`src/rtl/usb_tx_pkg.sv`:
```
// Shared types for the USB transmit serializer.
// Assumes: mode encodings are fixed by the transceiver interface.
package usb_tx_pkg;

    typedef enum logic [1:0] {
        OPM_NORMAL  = 2'b00,
        OPM_NODRIVE = 2'b01,
        OPM_RAW     = 2'b10,
        OPM_RSVD    = 2'b11
    } opmode_e;

    typedef enum logic [1:0] {
        LS_BIT,
        LS_SE0,
        LS_J,
        LS_OFF
    } slot_kind_e;

    typedef enum logic [2:0] {
        ST_IDLE,
        ST_ACTIVE,
        ST_EOP_SE0,
        ST_EOP_J,
        ST_EOP_REL
    } tx_state_e;

endpackage

```
`src/rtl/usb_tx_byte_feed.sv`:
```
// Byte feed: one-byte holding register plus a shift register emitting LSB first.
// On start the shifter is preloaded with the sync pattern and the first byte is held.
// Assumes: accept is asserted only when the holding register is empty.
module usb_tx_byte_feed #(
    parameter int BYTE_W = 8
) (
    input  logic              clk,
    input  logic              rst_n,
    input  logic              start,
    input  logic              accept,
    input  logic [BYTE_W-1:0] din,
    input  logic              take,
    output logic              cur_bit,
    output logic              hold_full,
    output logic              empty
);

    localparam int IDX_W = (BYTE_W > 1) ? $clog2(BYTE_W) : 1;
    localparam logic [IDX_W-1:0] LAST_IDX = IDX_W'(BYTE_W - 1);
    localparam logic [BYTE_W-1:0] SYNC_PAT = {1'b1, {(BYTE_W-1){1'b0}}};

    logic [BYTE_W-1:0] shreg;
    logic [BYTE_W-1:0] hold;
    logic [IDX_W-1:0]  idx;
    logic              need_byte;

    assign need_byte = take && (idx == LAST_IDX);
    assign cur_bit   = shreg[0];

    // Shift, reload from the holding register, or mark the stream exhausted.
    always_ff @(posedge clk) begin
        if (!rst_n) begin
            shreg     <= '0;
            hold      <= '0;
            idx       <= '0;
            hold_full <= 1'b0;
            empty     <= 1'b0;
        end else if (start) begin
            shreg     <= SYNC_PAT;
            hold      <= din;
            idx       <= '0;
            hold_full <= 1'b1;
            empty     <= 1'b0;
        end else if (need_byte) begin
            idx <= '0;
            if (hold_full) begin
                shreg     <= hold;
                hold_full <= accept;
                if (accept) begin
                    hold <= din;
                end
            end else if (accept) begin
                shreg <= din;
            end else begin
                empty <= 1'b1;
            end
        end else begin
            if (take) begin
                shreg <= shreg >> 1;
                idx   <= idx + 1'b1;
            end
            if (accept) begin
                hold      <= din;
                hold_full <= 1'b1;
            end
        end
    end

    // a byte is never taken into an occupied holding register
    p_accept_room_r1: assert property (@(posedge clk) disable iff (!rst_n)
        accept |-> !hold_full);

    // once exhausted, no further bit is consumed
    p_empty_no_take_r6: assert property (@(posedge clk) disable iff (!rst_n)
        (empty && !start) |=> (empty || $past(start)));

endmodule

```
`src/rtl/usb_tx_stuffer.sv`:
```
// Bit stuffer: counts consecutive ones in the pre-encoding stream and inserts
// a zero after ONES_MAX of them. While the zero is pending, the source is held.
// Assumes: stuff_en is stable for the duration of a packet.
module usb_tx_stuffer #(
    parameter int ONES_MAX = 6
) (
    input  logic clk,
    input  logic rst_n,
    input  logic clear,
    input  logic slot_en,
    input  logic stuff_en,
    input  logic src_empty,
    input  logic data_bit,
    output logic stuff_now,
    output logic take,
    output logic out_bit
);

    localparam int CNT_W = $clog2(ONES_MAX + 1);
    localparam logic [CNT_W-1:0] CNT_LIMIT = CNT_W'(ONES_MAX);

    logic [CNT_W-1:0] ones_cnt;

    assign stuff_now = stuff_en && (ones_cnt == CNT_LIMIT);
    assign take      = slot_en && !stuff_now && !src_empty;
    assign out_bit   = stuff_now ? 1'b0 : data_bit;

    // Track the run of ones; restart it after a zero or an inserted bit.
    always_ff @(posedge clk) begin
        if (!rst_n) begin
            ones_cnt <= '0;
        end else if (clear) begin
            ones_cnt <= '0;
        end else if (slot_en) begin
            if (stuff_now) begin
                ones_cnt <= '0;
            end else if (!src_empty) begin
                ones_cnt <= (data_bit && stuff_en) ? ones_cnt + 1'b1 : '0;
            end
        end
    end

    // the run counter never exceeds its limit
    p_run_bounded_r4: assert property (@(posedge clk) disable iff (!rst_n)
        ones_cnt <= CNT_LIMIT);

    // the inserted zero restarts the run
    p_stuff_restarts_r4: assert property (@(posedge clk) disable iff (!rst_n)
        (slot_en && stuff_now && !clear) |=> (ones_cnt == '0));

endmodule

```
`src/rtl/usb_tx_nrzi.sv`:
```
// NRZI encoder and line register: drives D+/D- and output-enable for one bit time
// per slot. The level restarts at J at packet start. J is dp=1, dm=0.
// Assumes: kind and bit_in are valid in any cycle where slot_en is high.
module usb_tx_nrzi
    import usb_tx_pkg::*;
(
    input  logic       clk,
    input  logic       rst_n,
    input  logic       start,
    input  logic       slot_en,
    input  slot_kind_e kind,
    input  logic       bit_in,
    input  logic       nrzi_en,
    input  logic       drive_en,
    output logic       line_dp,
    output logic       line_dm,
    output logic       line_oe
);

    logic level;
    logic next_level;

    // Next level: toggle on zero when encoding, else follow the raw bit.
    always_comb begin
        if (nrzi_en) begin
            next_level = bit_in ? level : ~level;
        end else begin
            next_level = bit_in;
        end
    end

    // Register line levels once per bit time.
    always_ff @(posedge clk) begin
        if (!rst_n) begin
            level   <= 1'b1;
            line_dp <= 1'b1;
            line_dm <= 1'b0;
            line_oe <= 1'b0;
        end else if (start) begin
            level <= 1'b1;
        end else if (slot_en) begin
            unique case (kind)
                LS_BIT: begin
                    level   <= next_level;
                    line_dp <= drive_en ? next_level : 1'b1;
                    line_dm <= drive_en ? ~next_level : 1'b0;
                    line_oe <= drive_en;
                end
                LS_SE0: begin
                    line_dp <= drive_en ? 1'b0 : 1'b1;
                    line_dm <= 1'b0;
                    line_oe <= drive_en;
                end
                LS_J: begin
                    line_dp <= 1'b1;
                    line_dm <= 1'b0;
                    line_oe <= drive_en;
                end
                default: begin
                    line_dp <= 1'b1;
                    line_dm <= 1'b0;
                    line_oe <= 1'b0;
                end
            endcase
        end
    end

    // both lines high never appears
    p_no_se1_r5: assert property (@(posedge clk) disable iff (!rst_n)
        !(line_dp && line_dm));

    // outputs hold between bit-rate enables
    p_hold_between_r11: assert property (@(posedge clk) disable iff (!rst_n)
        !slot_en |=> $stable({line_dp, line_dm, line_oe}));

    // the release slot drops the driver
    p_release_r6: assert property (@(posedge clk) disable iff (!rst_n)
        (slot_en && !start && kind == LS_OFF) |=> !line_oe);

endmodule

```
`src/rtl/usb_tx_serializer.sv`:
```
// USB transmit serializer top: packet sequencing (sync, payload, stuffing,
// end-of-packet), byte handshake and mode handling.
// Assumes: bit_en marks one serial bit time; op_mode is sampled at packet start.
module usb_tx_serializer
    import usb_tx_pkg::*;
#(
    parameter int BYTE_W   = 8,
    parameter int ONES_MAX = 6
) (
    input  logic              clk,
    input  logic              rst_n,
    input  logic              bit_en,
    input  logic [BYTE_W-1:0] tx_data,
    input  logic              tx_valid,
    output logic              tx_ready,
    input  logic [1:0]        op_mode,
    output logic              line_dp,
    output logic              line_dm,
    output logic              line_oe
);

    tx_state_e  state;
    opmode_e    mode_q;
    slot_kind_e kind;

    logic accept;
    logic start;
    logic feed_accept;
    logic active_slot;
    logic line_slot;
    logic stuff_en;
    logic drive_en;
    logic cur_bit;
    logic hold_full;
    logic feed_empty;
    logic stuff_now;
    logic take;
    logic enc_bit;

    assign accept      = tx_valid && tx_ready;
    assign start       = accept && (state == ST_IDLE);
    assign feed_accept = accept && (state == ST_ACTIVE);
    assign active_slot = bit_en && (state == ST_ACTIVE);
    assign line_slot   = bit_en && (state != ST_IDLE);
    assign stuff_en    = (mode_q != OPM_RAW);
    assign drive_en    = (mode_q != OPM_NODRIVE);

    // Ready: open in idle; in a packet only with room and no stuffed bit pending.
    always_comb begin
        unique case (state)
            ST_IDLE:   tx_ready = 1'b1;
            ST_ACTIVE: tx_ready = !hold_full && !stuff_now && !feed_empty;
            default:   tx_ready = 1'b0;
        endcase
    end

    // Select what the line carries in this bit time.
    always_comb begin
        unique case (state)
            ST_ACTIVE:  kind = (stuff_now || !feed_empty) ? LS_BIT : LS_SE0;
            ST_EOP_SE0: kind = LS_SE0;
            ST_EOP_J:   kind = LS_J;
            default:    kind = LS_OFF;
        endcase
    end

    // Packet sequencer and mode capture.
    always_ff @(posedge clk) begin
        if (!rst_n) begin
            state  <= ST_IDLE;
            mode_q <= OPM_NORMAL;
        end else begin
            unique case (state)
                ST_IDLE: begin
                    if (start) begin
                        state  <= ST_ACTIVE;
                        mode_q <= opmode_e'(op_mode);
                    end
                end
                ST_ACTIVE: begin
                    if (bit_en && !stuff_now && feed_empty) begin
                        state <= ST_EOP_SE0;
                    end
                end
                ST_EOP_SE0: if (bit_en) state <= ST_EOP_J;
                ST_EOP_J:   if (bit_en) state <= ST_EOP_REL;
                default:    if (bit_en) state <= ST_IDLE;
            endcase
        end
    end

    usb_tx_byte_feed #(
        .BYTE_W(BYTE_W)
    ) u_feed (
        .clk      (clk),
        .rst_n    (rst_n),
        .start    (start),
        .accept   (feed_accept),
        .din      (tx_data),
        .take     (take),
        .cur_bit  (cur_bit),
        .hold_full(hold_full),
        .empty    (feed_empty)
    );

    usb_tx_stuffer #(
        .ONES_MAX(ONES_MAX)
    ) u_stuff (
        .clk      (clk),
        .rst_n    (rst_n),
        .clear    (start),
        .slot_en  (active_slot),
        .stuff_en (stuff_en),
        .src_empty(feed_empty),
        .data_bit (cur_bit),
        .stuff_now(stuff_now),
        .take     (take),
        .out_bit  (enc_bit)
    );

    usb_tx_nrzi u_line (
        .clk     (clk),
        .rst_n   (rst_n),
        .start   (start),
        .slot_en (line_slot),
        .kind    (kind),
        .bit_in  (enc_bit),
        .nrzi_en (stuff_en),
        .drive_en(drive_en),
        .line_dp (line_dp),
        .line_dm (line_dm),
        .line_oe (line_oe)
    );

    // the sampled mode is frozen while a packet is in flight
    p_mode_frozen_r10: assert property (@(posedge clk) disable iff (!rst_n)
        (state != ST_IDLE && $past(state) != ST_IDLE) |-> $stable(mode_q));

    // no-driver mode never enables the line
    p_nodrive_r8: assert property (@(posedge clk) disable iff (!rst_n)
        (state != ST_IDLE && mode_q == OPM_NODRIVE) |-> !line_oe);

    // the driver is released whenever the block is idle
    p_idle_released_r6: assert property (@(posedge clk) disable iff (!rst_n)
        (state == ST_IDLE) |-> !line_oe);

    // SE0 appears only during end-of-packet
    p_se0_in_eop_r6: assert property (@(posedge clk) disable iff (!rst_n)
        (!line_dp && !line_dm) |-> (state == ST_EOP_SE0 || state == ST_EOP_J));

endmodule

```
`config.mk`:
```
export PLATFORM = sky130hd
export DESIGN_NAME = usb_tx_serializer
export DESIGN_NICKNAME = d
export VERILOG_FILES = /design/src/rtl/usb_tx_pkg.sv /design/src/rtl/usb_tx_byte_feed.sv /design/src/rtl/usb_tx_stuffer.sv /design/src/rtl/usb_tx_nrzi.sv /design/src/rtl/usb_tx_serializer.sv
export SDC_FILE = /design/constraint.sdc
export NUM_CORES = 1
export LEC_CHECK = 0
export BUFFER_PORTS_ARGS = -buffer_cell sky130_fd_sc_hd__buf_2
export CAP_MARGIN = 10
export CORE_UTILIZATION = 52
export CTS_CLUSTER_DIAMETER = 30
export CTS_CLUSTER_SIZE = 30
export DETAILED_ROUTE_END_ITERATION = 10
export PLACE_DENSITY = 0.75
export SETUP_SLACK_MARGIN = 0.1
export SLEW_MARGIN = 10
export SYNTH_ARGS = -nofsm -noshare
export SYNTH_HDL_FRONTEND = slang
export SYNTH_SLANG_ARGS = --single-unit
```
`constraint.sdc`:
```
create_clock -name clk -period 1.6 [get_ports clk]
set_input_delay 0.48 -clock clk [delete_from_list [all_inputs] [get_ports clk]]
set_output_delay 0.48 -clock clk [all_outputs]
set_load 0.1 [all_outputs]
```
==> summary.txt <==
status: finished, violations left
failing checks: negative setup slack
DR WL/cell: 17.6 microns
worst hold slack: 0.369 ns
internal power: 1.39 mW
initial core utilization: 0.549
crit-path cells: and2b_2, nor2_4, o31a_1, nor3_4, buf_12
Post-Syn Area: 1680 sq um
layout cells sized above 1: 0.479
first-pass GRT wire length: 7.39 mm
total power: 1.91 mW
Final ANT Viol Nets: 0
Fill cells: 196
overall routing resource usage: 0.296
Clock Path Buffers: 2
DRC viols: 0
Synth top area share: 0.394
Initial DRC Count: 81
Worst Max-Slew Pin Slew: 0.336 ns
Clock transition at path regs: 0.10 ns
Core Area: 3050 sq um
Sw Share: 0.269
die width: 58.8 microns
Post-synth EDFFs: 0
Period minus WS final: 2.12 ns
vias in the first global route: 1653
Rows: 20
r2r endpoint: u_stuff.ones_cnt[2]
area grow syn2layout: 48.1%
async set-reset flop share out of synthesis: 0
CP startpoint: mode_q[0]
number of hold buffers added after CTS: 0
Fmax achieved: 471 MHz
R2R setup slack: -0.19 ns
post-place setup slack: -0.180 ns
Worst path top cell family by delay: simple AND/OR/NAND/NOR gates
Syn Inst Count: 181
setup ws final: -0.523 ns
via count: 1646
CTS sink cnt: 33
met3 WL: 142 microns
fin crit share: 1.33
worst vdd ir: 0.714 mV
fin nets: 255
CTS tree: yes
worst-path maximum fanout: 2
buffers plus inverters on the worst setup path: 1
H-tree depth: 2
switching pwr: 0.512 mW
final instance area: 2480 sq um
MaxCap Viol Count: 0
Mapped Avg Cell Area: 9.26 sq um
Die ar.: 3460 sq um
final setup fails: 26
largest net degree at the start of global routing: 16
Vias/cell: 5.84
ant diodes: 0
most frequent cells in the layout: buf_4 (29), dfxtp_1 (26), nand2_1 (16), mux2i_1 (14), buf_2 (13)
global route overflow: 0
fin. max-slew vios: 0
Most used DFF post-synth: dfxtp_1
CP endpoint kind: output port
worst hold-check path type: in2reg
syn_nets: 199
PortBufs: 17
CTS Buf Count: 5
Seq/Total Area, Yosys: 0.394
initial antenna violation count: 0
clock power share: 0.348
Yosys warnings: 0
part of the power in registers: 0.460
WL final: 4.97 mm
Synth Register Bits: 33
Layout Utilization: 0.814
Gate power share: 0.192
Initial DRT Pass Iterations: 4
Synth area leaders: dfxtp_1 (39%), mux2i_1 (9.6%), mux2_2 (5.4%), a21oi_1 (4.2%), nand2_1 (4.0%)
library cells used by synthesis: 44
FF-to-FF path depth: 9
commonest non-fill, non-tap cell in the layout: buf_4
CP peak stage delay: 0.34 ns
root buf cell: clkbuf_4
RSZ-0062 raised after global routing: true
Pleak: 1.01 nW
DP HPWL: 2.93 mm
CP required: 1.12 ns
Slew HR: 0.775
clock skew: 0.00511 ns
clock latency on the worst-skew pair: 0.34 ns
RR Startpoint: u_stuff.ones_cnt[0]
CP max-delay cell: dfxtp_2
crit path kind: reg2out
WP data arrival: 1.64 ns
Critical Path Stages: 5
crit path to: tx_ready
I/O pin total: 18
final hold vios: 0
Worst setup SP type: register
GP Congestion: 0.823
total power divided by cell area: 767 nW/um^2
Die Height: 58.8 microns
post-placement cell area: 2110 sq um
wl on met1: 1.92 mm
top layer in use: met4
DR WL met2: 2.72 mm
Yosys top cell by area: dfxtp_1
-- tightest hold or removal path: stages --
cell	delay, ns
buf_2	0.10
nand2_1	0.05
a21oi_1	0.05
-- power by group through the flow --
stage	Combinational (mW)	Clock (mW)	Sequential, mW
global route	0.387	0.715	0.881
detailed placement	0.313	0	0.890
finish	0.366	0.663	0.877
floorplan	0.170	0	0.924
global placement	0.300	0	0.888
CTS	0.338	0.672	0.874
-- area by class of cell --
type,count,area [sq um],area share
multi-input cells,134,1150,0.465
flip-flops and latches,33,669,0.270
repair buffers,58,500,0.202
clock buffers,7,55.1,0.0222
well taps,44,55.1,0.0222
clock inverters,1,30.0,0.0121
inverters,5,18.8,0.00756
-- per-stage QoR --
stage	setup TNS (ns)	instances
after floorplan	-0.644	181
after global placement	-0.679	267
after detailed placement	-1.29	267
after CTS	-3.03	280
after global routing	-4.88	282
final	-3.44	282
-- worst min-delay path by stage --
stage,cells after the start,endpoint,startpoint,slack [ns]
floorplan,1,u_feed.shreg[1],u_feed.shreg[1],0.43
global placement,2,u_line.line_oe,u_line.line_oe,0.44
detailed placement,2,u_line.line_oe,u_line.line_oe,0.44
CTS,3,mode_q[1],op_mode[1],0.36
global route,3,mode_q[1],op_mode[1],0.34
finish,3,mode_q[1],op_mode[1],0.37
-- sequential cells by signal, indices dropped and copies added (netlist names) --
signal	cells
mode_q	2
state	3
u_feed.empty	1
u_feed.hold	8
u_feed.hold_full	1
u_feed.idx	3
u_feed.shreg	8
u_line.level	1
u_line.line_dm	1
u_line.line_dp	1
u_line.line_oe	1
u_stuff.ones_cnt	3
-- cell usage after synthesis, types with 2 or more instances --
library cell and n:
nand3_1 4, nand4b_1 3, buf_4 2, or3_1 3, mux2_2 8, o21a_1 2
ha_1 4, nand2b_1 5, a31oi_1 3, nand3b_1 2, nand2_1 18, a21oi_1 14
nor2b_1 5, nor3_1 2, inv_1 4, and2_1 2, nor2_1 10, o2bb2ai_1 7
dfxtp_1 33, mux2i_1 16, clkbuf_1 5, o21ai_0 7
-- repair_timing --
item	CTS	global route
gates cloned	1	0
gates resized for setup	28	25
pin swaps	14	8
setup buffers	4	4
endpoints found under the setup margin	28	31
-- logic make-up after synthesis --
logic type,share of synthesized area
fa+ha+maj,0.0299
buf+inv,0.0410
mux,0.149
compound gates,0.156
flops,0.394
simple gates,0.230
-- routing by layer --
metal | vias up | track usage
met5 | - | 0
met4 | 0 | 0.211
met3 | 19 | 0.0769
met2 | 45 | 0.524
met1 | 810 | 0.299
li1 | 772 | -
Note: power is estimated with default switching activity, not from simulation.
